### src/rtl/rpt_timer_pkg.sv
package rpt_timer_pkg;
  typedef enum logic [2:0] {
    SEL_CNT  = 3'd0,
    SEL_PER0 = 3'd1,
    SEL_PER1 = 3'd2,
    SEL_RPT0 = 3'd3,
    SEL_RPT1 = 3'd4,
    SEL_IEN  = 3'd5,
    SEL_ICLR = 3'd6
  } reg_sel_e;

  localparam int NFLAG   = 2;
  localparam int FLAG_UF = 0;
  localparam int FLAG_RD = 1;
endpackage

### src/rtl/rpt_count_core.sv
module rpt_count_core #(
  parameter int CW = 16
) (
  input  logic          clk,
  input  logic          rst_n,
  input  logic          tick,
  input  logic          running,
  input  logic          wr_cnt,
  input  logic          wr_per0,
  input  logic          wr_per1,
  input  logic [CW-1:0] wr_data,
  input  logic          load_buf,
  input  logic          halt,
  output logic [CW-1:0] cnt,
  output logic          uf
);
  logic [CW-1:0] per0, per1;
  logic [CW-1:0] cnt_nx, per0_nx, per1_nx;

  assign uf = running && tick && (cnt == '0);

  always_comb begin
    cnt_nx  = cnt;
    per0_nx = per0;
    per1_nx = per1;
    if (uf) begin
      if (halt)          cnt_nx = '0;
      else if (load_buf) cnt_nx = per1;
      else               cnt_nx = per0;
    end else if (running && tick) begin
      cnt_nx = cnt - CW'(1);
    end
    if (load_buf) per0_nx = per1;
    if (wr_cnt)   cnt_nx  = wr_data;
    if (wr_per0)  per0_nx = wr_data;
    if (wr_per1)  per1_nx = wr_data;
  end

  always_ff @(posedge clk or negedge rst_n) begin
    if (!rst_n) begin
      cnt  <= '0;
      per0 <= '0;
      per1 <= '0;
    end else begin
      cnt  <= cnt_nx;
      per0 <= per0_nx;
      per1 <= per1_nx;
    end
  end

  assert_count_step_R1: assert property (@(posedge clk) disable iff (!rst_n)
    (running && tick && cnt != '0 && !wr_cnt) |=> (cnt == $past(cnt) - CW'(1)));

  assert_count_hold_R1: assert property (@(posedge clk) disable iff (!rst_n)
    (!tick && !wr_cnt) |=> $stable(cnt));

  assert_reload_R3: assert property (@(posedge clk) disable iff (!rst_n)
    (uf && !load_buf && !halt && !wr_cnt) |=> (cnt == $past(per0)));
endmodule

### src/rtl/rpt_repeat_unit.sv
module rpt_repeat_unit #(
  parameter int RW = 8
) (
  input  logic          clk,
  input  logic          rst_n,
  input  logic          uf,
  input  logic          wr_rpt0,
  input  logic          wr_rpt1,
  input  logic [RW-1:0] wr_data,
  output logic [RW-1:0] rpt0,
  output logic          rep_done,
  output logic          load_buf,
  output logic          halt
);
  logic [RW-1:0] rpt1, rpt0_nx, rpt1_nx;
  logic          used, used_nx;

  assign rep_done = uf && (rpt0 <= RW'(1));
  assign load_buf = rep_done && !used;
  assign halt     = rep_done && used;

  always_comb begin
    rpt0_nx = rpt0;
    rpt1_nx = rpt1;
    used_nx = used;
    if (uf) begin
      if (halt)          rpt0_nx = '0;
      else if (load_buf) rpt0_nx = rpt1;
      else               rpt0_nx = rpt0 - RW'(1);
    end
    if (load_buf) used_nx = 1'b1;
    if (wr_rpt0) rpt0_nx = wr_data;
    if (wr_rpt1) begin
      rpt1_nx = wr_data;
      used_nx = 1'b0;
    end
  end

  always_ff @(posedge clk or negedge rst_n) begin
    if (!rst_n) begin
      rpt0 <= '0;
      rpt1 <= '0;
      used <= 1'b0;
    end else begin
      rpt0 <= rpt0_nx;
      rpt1 <= rpt1_nx;
      used <= used_nx;
    end
  end

  assert_rep_step_R3: assert property (@(posedge clk) disable iff (!rst_n)
    (uf && !rep_done && !wr_rpt0) |=> (rpt0 == $past(rpt0) - RW'(1)));

  assert_buf_handover_R4: assert property (@(posedge clk) disable iff (!rst_n)
    (load_buf && !wr_rpt0 && !wr_rpt1) |=> (used && rpt0 == $past(rpt1)));

  assert_used_clear_R7: assert property (@(posedge clk) disable iff (!rst_n)
    $fell(used) |-> $past(wr_rpt1));
endmodule

### src/rtl/rpt_irq_unit.sv
module rpt_irq_unit
  import rpt_timer_pkg::*;
(
  input  logic             clk,
  input  logic             rst_n,
  input  logic [NFLAG-1:0] set_vec,
  input  logic             wr_ien,
  input  logic             wr_clr,
  input  logic [NFLAG-1:0] wr_data,
  output logic [NFLAG-1:0] flags,
  output logic             irq
);
  logic [NFLAG-1:0] ien, flags_nx, ien_nx, clr_mask;

  assign clr_mask = wr_clr ? wr_data : '0;

  always_comb begin
    flags_nx = (flags & ~clr_mask) | set_vec;
    ien_nx   = wr_ien ? wr_data : ien;
  end

  always_ff @(posedge clk or negedge rst_n) begin
    if (!rst_n) begin
      flags <= '0;
      ien   <= '0;
    end else begin
      flags <= flags_nx;
      ien   <= ien_nx;
    end
  end

  assign irq = |(flags & ien);

  assert_flags_sticky_R8: assert property (@(posedge clk) disable iff (!rst_n)
    !wr_clr |=> ((flags & $past(flags)) == $past(flags)));

  assert_set_wins_R8: assert property (@(posedge clk) disable iff (!rst_n)
    (set_vec != '0) |=> ((flags & $past(set_vec)) == $past(set_vec)));
endmodule

### src/rtl/rpt_timer.sv
module rpt_timer
  import rpt_timer_pkg::*;
#(
  parameter int CNT_W = 16,
  parameter int REP_W = 8
) (
  input  logic             clk,
  input  logic             rst_n,
  input  logic             tick,
  input  logic             start,
  input  logic             stop,
  input  logic             wr_en,
  input  logic [2:0]       wr_sel,
  input  logic [CNT_W-1:0] wr_data,
  output logic             running_o,
  output logic [CNT_W-1:0] cnt_o,
  output logic [REP_W-1:0] rep0_o,
  output logic             uf_o,
  output logic             rep_done_o,
  output logic [1:0]       flags_o,
  output logic             irq_o
);
  localparam int SEL_W = $bits(reg_sel_e);

  logic running, running_nx;
  logic uf, rep_done, load_buf, halt;
  logic wr_cnt, wr_per0, wr_per1, wr_rpt0, wr_rpt1, wr_ien, wr_clr;
  logic [NFLAG-1:0] set_vec;

  assign wr_cnt  = wr_en && (wr_sel == SEL_W'(SEL_CNT));
  assign wr_per0 = wr_en && (wr_sel == SEL_W'(SEL_PER0));
  assign wr_per1 = wr_en && (wr_sel == SEL_W'(SEL_PER1));
  assign wr_rpt0 = wr_en && (wr_sel == SEL_W'(SEL_RPT0));
  assign wr_rpt1 = wr_en && (wr_sel == SEL_W'(SEL_RPT1));
  assign wr_ien  = wr_en && (wr_sel == SEL_W'(SEL_IEN));
  assign wr_clr  = wr_en && (wr_sel == SEL_W'(SEL_ICLR));

  always_comb begin
    running_nx = running;
    if (start) running_nx = 1'b1;
    if (halt)  running_nx = 1'b0;
    if (stop)  running_nx = 1'b0;
  end

  always_ff @(posedge clk or negedge rst_n) begin
    if (!rst_n) running <= 1'b0;
    else        running <= running_nx;
  end

  rpt_count_core #(.CW(CNT_W)) u_core (
    .clk(clk), .rst_n(rst_n), .tick(tick), .running(running),
    .wr_cnt(wr_cnt), .wr_per0(wr_per0), .wr_per1(wr_per1), .wr_data(wr_data),
    .load_buf(load_buf), .halt(halt), .cnt(cnt_o), .uf(uf)
  );

  rpt_repeat_unit #(.RW(REP_W)) u_rep (
    .clk(clk), .rst_n(rst_n), .uf(uf), .wr_rpt0(wr_rpt0), .wr_rpt1(wr_rpt1),
    .wr_data(wr_data[REP_W-1:0]), .rpt0(rep0_o), .rep_done(rep_done),
    .load_buf(load_buf), .halt(halt)
  );

  always_comb begin
    set_vec          = '0;
    set_vec[FLAG_UF] = uf;
    set_vec[FLAG_RD] = rep_done;
  end

  rpt_irq_unit u_irq (
    .clk(clk), .rst_n(rst_n), .set_vec(set_vec), .wr_ien(wr_ien),
    .wr_clr(wr_clr), .wr_data(wr_data[NFLAG-1:0]), .flags(flags_o), .irq(irq_o)
  );

  assign running_o  = running;
  assign uf_o       = uf;
  assign rep_done_o = rep_done;

  assert_halt_zero_R6: assert property (@(posedge clk) disable iff (!rst_n)
    (halt && !start && !wr_en) |=> (!running && cnt_o == '0 && rep0_o == '0));

  assert_stop_freeze_R10: assert property (@(posedge clk) disable iff (!rst_n)
    (!running && !wr_en) |=> ($stable(cnt_o) && $stable(rep0_o)));

  assert_stop_wins_R10: assert property (@(posedge clk) disable iff (!rst_n)
    stop |=> !running);

  assert_done_with_uf_R5: assert property (@(posedge clk) disable iff (!rst_n)
    rep_done_o |-> uf_o);
endmodule

### config.mk
export PLATFORM = sky130hd
export DESIGN_NAME = rpt_timer
export DESIGN_NICKNAME = d
export VERILOG_FILES = /design/src/rtl/rpt_timer_pkg.sv /design/src/rtl/rpt_count_core.sv /design/src/rtl/rpt_repeat_unit.sv /design/src/rtl/rpt_irq_unit.sv /design/src/rtl/rpt_timer.sv
export SDC_FILE = /design/constraint.sdc
export NUM_CORES = 1
export LEC_CHECK = 0
export BUFFER_PORTS_ARGS = -buffer_cell sky130_fd_sc_hd__buf_2
export CAP_MARGIN = 20
export CORE_MARGIN = 2
export CORE_UTILIZATION = 28
export DETAILED_ROUTE_END_ITERATION = 12
export MAX_ROUTING_LAYER = met4
export PLACE_DENSITY = 0.41
export SYNTH_ARGS = -nofsm -noshare
export SYNTH_HDL_FRONTEND = slang
export SYNTH_SLANG_ARGS = --single-unit
### constraint.sdc
create_clock -name clk -period 6 [get_ports clk]
set_input_delay 0.3 -clock clk [delete_from_list [all_inputs] [get_ports clk]]
set_output_delay 0.3 -clock clk [all_outputs]
set_load 0.01 [all_outputs]
==> impl_results.md, run 1 <==
* CP delay by family, top: simple AND/OR/NAND/NOR gates
* Antenna viol nets, final at 0
* Power Density at 335.6 nW/um^2
* Post-CTS Setup Repair Bufs at 0
* WS Path Type: reg2reg
* Gate Count Post-Synth at 404
* Async SR Flop Fraction at 100.0%
* Core area at 13880 sq um
* Slowest CP cell: nand4_1
* Crit. End Element: flop
* Maximum vdd drop at 0.0001227 V
* Status: finished, final reports clean
* CTS sink count at 70
* Nets at 479
* Area leader, netlist: dfrtp_1
* Iteration-0 DRC Markers at 241
* Initial Utilization at 28.68%
* Setup TNS at 0 ns
* Worst-path clk slew at 0.05 ns
* Average size of a mapped cell at 9.855 sq um
* Final Max Tran Viols at 0
* Layout Cells excl Fill at 633
* Ratio of cells with drive above 1 in the final layout at 25.17%
* Worst path bufs/invs at 1
* Grt ovf at 0
* Crit-path cells: or4_1 -> nor3_2 -> nand4_1 -> buf_4 -> mux2i_1 -> o21ai_0
* Synthesized flop and latch total at 70
* Placer Congestion at 0.7900
* Die width at 123.2 um
* Worst-margin pin slew at 0.9455 ns
* Highest Clock Rate at 297.8 MHz
* Seq/Total Area, Yosys at 44.00%
* Routed WL at 12380 um
* Longest Clk Path Bufs at 2
* Drt via density at 5.240
* Post-CTS resize count at 0
* Area delta synth->final at 18.38%
* First-pass DRT Iterations at 4
* Synth top area share at 44.00%
* Skew-Pair Late Insertion Delay at 0.35 ns
* Port Buffers at 54
* Min Tclk post-route at 3.358 ns
* Synth unique cells at 53
* Worst-path fanout max at 15
* # IOs at 55
* # hold bufs at CTS at 0
* Final Power at 1582 uW
* Pleak at 0.002191 uW
* Max Cap Viol at 0
* Synthesized area at 3981 sq um
* Max stage delay on crit path at 0.70 ns
* # diodes at 0
* # H-tree levels at 3
* First-pass GRT wire length at 19040 um
* Gr usage total at 17.55%
* Req. time, crit path at 6.19 ns
* Filler cell count at 1480
* Top cells by area, synth: dfrtp_1 44%, mux2_2 9.1%, mux2i_1 6.5%
* Syn nets at 433
* Worst hold path class: in2async
* Via count at 3317
* Largest net degree at the start of global routing at 71
* CTS tree: built
* Post-synth EDFFs at 0
* Period utilization at 55.97%
* CP Data Arrival Time at 3.55 ns
* RSZ-0062 raised after global routing: no
* Final Setup Violations at 0
* Die Height at 123.2 um
* Startpoint Class: flop
* Setup Skew at 0.006261 ns
* Most frequent cells in the layout: 70 x dfrtp_1, 53 x buf_2, 45 x nand2_1, 32 x o21ai_0, 32 x mux2_2
* Number of global-route vias before repair at 3229
* Total CTS buffers at 9
* Most common cell after layout, fill and taps aside: dfrtp_1
* Post-DP HPWL at 8216 um
* Final hold vios at 0
* Yosys warning count at 0
* Remaining routing DRC violations at 0
* Relative slew slack at 36.97%
* Row count at 43
* Root Buffer: clkbuf_16
* Die Footprint at 15190 sq um
* Predominant post-synthesis flop cell: dfrtp_1
* Routed WL per cell at 19.56 um
* Placed insts at 619
* Initial antenna violation count at 0
## power breakdown
part,switching [uW],internal (uW)
sequential,102,571
combinational,213,186
clock,201,308
total,516,1070
## state kept, by name (all words and copies together), names as in the netlist
signal,count
u_core.per0,16
running_o,1
u_core.cnt,16
u_core.per1,16
u_rep.rpt0,8
u_irq.flags,2
u_irq.ien,2
u_rep.rpt1,8
u_rep.used,1
## kinds of logic after synthesis
logic type	count (synthesis)	synth area share, %
buf+inv	34	3.425
simple gates	135	18.51
mux	58	15.59
flops	70	44.00
compound gates	94	15.24
fa+ha+maj	4	1.257
xor+xnor	9	1.980
## synthesized netlist by cell type, types with 2 or more instances
cell type,count
dfrtp_1,70
nand2_1,45
mux2_2,32
o21ai_0,32
mux2i_1,26
clkbuf_1,20
nor2_1,17
a21oi_1,15
and3_1,10
nor3b_1,10
nor2b_1,9
inv_1,8
or4_1,8
xor2_1,8
a211oi_1,7
nor3_1,7
nor4_1,6
a2bb2oi_1,5
o211ai_1,5
o31ai_1,5
a22oi_1,4
buf_2,4
ha_1,4
nand3_1,4
and2_1,3
nand3b_1,3
o22ai_1,3
a211o_1,2
a31oi_1,2
a32oi_1,2
nand2b_1,2
nand4_1,2
o21ai_1,2
o221ai_1,2
or3_1,2
## path summary, 6_finish.rpt
kind,cells past startpoint,slack (ns),to,start
min in group clk,2,0.12,running_o$_DFFE_PN0P_,stop
worst max-delay path,6,2.64,u_core.per0[1]$_DFF_PN0_,u_core.cnt[6]$_DFFE_PN0P_
max in group asynchronous,1,5.29,u_rep.rpt1[3]$_DFFE_PN0P_,rst_n
worst min-delay path,1,0.09,u_core.per1[9]$_DFFE_PN0P_,rst_n
worst max register to register,6,2.64,u_core.per0[1]$_DFF_PN0_,u_core.cnt[6]$_DFFE_PN0P_
worst min register to register,1,0.49,u_rep.rpt1[0]$_DFFE_PN0P_,u_rep.rpt1[0]$_DFFE_PN0P_
## worst reg2reg max path, cell delays in order, from the launching register on
cell,delay [ns]
dfrtp_1,0.42
or4_1,0.66
nor3_2,0.64
nand4_1,0.70
buf_4,0.50
mux2i_1,0.20
o21ai_0,0.09
## metal layers
| layer | vias to the layer above | part of all wire (%) | global-route usage [%] |
|---|---|---|---|
| met5 | - | 0 | - |
| met4 | 0 | 0.99 | 3.622 |
| met3 | 9 | 3.5 | 4.474 |
| met2 | 64 | 47 | 26.17 |
| met1 | 1669 | 49 | 24.17 |
| li1 | 1575 | - | - |
## area by class of cell
type                            count  area [sq um]  area share (%)
Multi-Input combinational cell    300          2098           44.52
Sequential cell                    70          1752           37.16
Timing Repair Buffer               61         332.8           7.061
Clock buffer                       13         270.3           5.734
Tap cell                          180         225.2           4.778
Inverter                            8         30.03          0.6371
Clock inverter                      1         5.005          0.1062
## through the flow
| stage | hold WS [ns] | instance area [sq um] | setup slack (ns) | utilization [%] |
|---|---|---|---|---|
| final | 0.09063 | 4713 | 2.642 | 33.96 |
| after global routing | 0.1153 | 4713 | 2.358 | 33.96 |
| after CTS | 0.1037 | 4713 | 2.622 | 33.96 |
| after detailed placement | 0.4655 | 4438 | 2.652 | 31.97 |
| after global placement | 0.4731 | 4423 | 2.779 | 31.86 |
| after floorplan | 0.004409 | 3981 | 3.676 | - |
Power figures use the tool's default switching activity.
==> run 2: changes to the inputs <==
- clock period: 6 -> 3.5 ns (I/O delays scaled with it)
==> run 2 against run 1 <==
The run now ends with hold timing left. Combinational power increased by 71%. Power increased by 76%. Sequential power increased by 72%. Die area unchanged. Global-route usage about the same. Critical path depth unchanged. First-iteration DRC count decreased by 10%. Cell count increased by 0.95%. Clock power increased by 85%. Largest cell class unchanged. Worst hold slack got worse by 0.10 ns. Largest power group unchanged. Count of clock-buffer cells in the layout unchanged. Via count increased by 0.99%.
==> impl_results.md, run 2 (synthesis results as in run 1) <==
* WS Path Type: reg2reg
* Pleak at 0.002216 uW
* Largest registers: u_core.cnt (16), u_core.per0 (16), u_core.per1 (16)
* Via count at 3350
* Max stage delay on crit path at 0.67 ns
* Seq pwr share at 41.6%
* Post-CTS Setup Repair Bufs at 0
* Pint at 1890 uW
* Final hold vios at 16
* R2R cell count at 6
* # IOs at 55
* Crit-path cells: or4_1 -> nor3_2 -> buf_4 -> and3_1 -> mux2_2 -> o31ai_2
* Hold Slack at -0.01042 ns
* Remaining routing DRC violations at 0
* Max Cap Viol at 0
* # hold bufs at CTS at 1
* Area delta synth->final at 19.70%
* Iteration-0 DRC Markers at 217
* Comb pwr share at 24.6%
* Final Power at 2782 uW
* RSZ-0062 raised after global routing: no
* Initial antenna violation count at 0
* Maximum vdd drop at 0.0002664 V
* Longest Clk Path Bufs at 2
* CTS tree: built
* Root Buffer: clkbuf_16
* Ratio of cells with drive above 1 in the final layout at 25.71%
* Worst-path fanout max at 14
* Period utilization at 75.65%
* Post-DP HPWL at 8177 um
* Grt ovf at 0
* First-pass DRT Iterations at 4
* Number of global-route vias before repair at 3304
* Most frequent cells in the layout: 70 x dfrtp_1, 53 x buf_2, 45 x nand2_1, 32 x o21ai_0, 32 x mux2_2
* Routed WL at 11990 um
* Most common cell after layout, fill and taps aside: dfrtp_1
* Slowest CP cell: or4_1
* Die Height at 123.2 um
* Nets at 483
* Relative slew slack at 37.10%
* Skew-Pair Late Insertion Delay at 0.34 ns
* Power Density at 583.7 nW/um^2
* Row count at 43
* Worst-path clk slew at 0.06 ns
* First-pass GRT wire length at 19270 um
* CP Data Arrival Time at 2.90 ns
* Initial Utilization at 28.68%
* Post-CTS resize count at 0
* Placer Congestion at 0.8352
* Startpoint Class: flop
* P_sw at 891.7 uW
* Gr usage total at 17.54%
* Failing checks: hold timing
* # H-tree levels at 3
* Status: finished with violations
* Req. time, crit path at 3.76 ns
* Final Setup Violations at 0
* Antenna viol nets, final at 0
* Die Footprint at 15190 sq um
* Die width at 123.2 um
* Routed WL per cell at 18.77 um
* Clock share of power at 33.8%
* Placed insts at 622
* Worst-margin pin slew at 0.9435 ns
* CTS sink count at 70
* Highest Clock Rate at 377.7 MHz
* Drt via density at 5.243
* Setup Skew at 0.009879 ns
* Setup TNS at 0 ns
* # diodes at 0
* Worst hold path class: in2async
* Largest net degree at the start of global routing at 71
* Sw frac at 32.05%
* Final Max Tran Viols at 0
* Filler cell count at 1460
* Port Buffers at 54
* Crit. End Element: flop
* Min Tclk post-route at 2.648 ns
* Total CTS buffers at 9
* Layout Cells excl Fill at 639
* Core area at 13880 sq um
run 2: cell count changes in the layout (fill, tap and decap cells not counted):
cell / change
buf_4: +4
buf_8: -1
bufinv_16: +1
clkbuf_1: +1
clkbuf_8: -1
clkinvlp_4: +1
dlygate4sd3_1: +1
run 2: critical path: cells and delay by family (launching register included):
kind	cells	cell delay (ns)
simple gates	3	1.36
flops	1	0.42
mux	1	0.40
buf+inv	1	0.22
compound gates	1	0.16
run 2: stage by stage:
step	area, sq um	utilization, %	setup WS, ns	hold slack (ns)
2_1_floorplan	3981	-	1.258	-0.1206
3_3_place_gp	4453	32.08	0.8700	0.3384
3_5_place_dp	4453	32.08	0.8577	0.3369
4_1_cts	4766	34.33	0.8336	0.02067
5_1_grt	4766	34.33	0.6868	0.06638
6_report	4766	34.33	0.8521	-0.01042
run 2: worst paths after layout:
kind                                           start  slack, ns                          to
setup / recovery           u_core.cnt[6]$_DFFE_PN0P_       0.85  u_core.cnt[14]$_DFFE_PN0P_
hold / removal                                 rst_n      -0.01  u_core.per1[9]$_DFFE_PN0P_
setup reg to reg           u_core.cnt[6]$_DFFE_PN0P_       0.85  u_core.cnt[14]$_DFFE_PN0P_
hold reg to reg            u_rep.rpt1[0]$_DFFE_PN0P_       0.50   u_rep.rpt1[0]$_DFFE_PN0P_
max in group asynchronous                      rst_n       2.91  u_core.per1[7]$_DFFE_PN0P_
min in group clk                         wr_data[13]       0.08   u_core.per0[13]$_DFF_PN0_
run 2: area by class of cell:
class / instances / area, sq um / area share [%]
clock buffer: 13 / 260.3 / 5.461
multi-input combinational: 300 / 2098 / 44.03
timing repair buffer: 65 / 357.8 / 7.509
inverter: 8 / 30.03 / 0.6301
tap: 180 / 225.2 / 4.726
sequential: 70 / 1752 / 36.76
clock inverter: 3 / 42.54 / 0.8926
run 2: metal layers:
| metal | GRT usage (%) | share of wire [%] |
|---|---|---|
| met5 | - | 0 |
| met1 | 25.27 | 49 |
| met2 | 24.66 | 45 |
| met3 | 4.613 | 5.0 |
| met4 | 3.835 | 1.1 |
run 2: power by group through the flow:
stage          Clock (uW)  Combinational [uW]  Sequential, uW
5_1_grt              1010                 774            1190
2_1_floorplan           0                 449            1150
3_3_place_gp            0                 681            1170
3_5_place_dp            0                 689            1170
4_1_cts               972                 692            1160
6_report              941                 684            1160
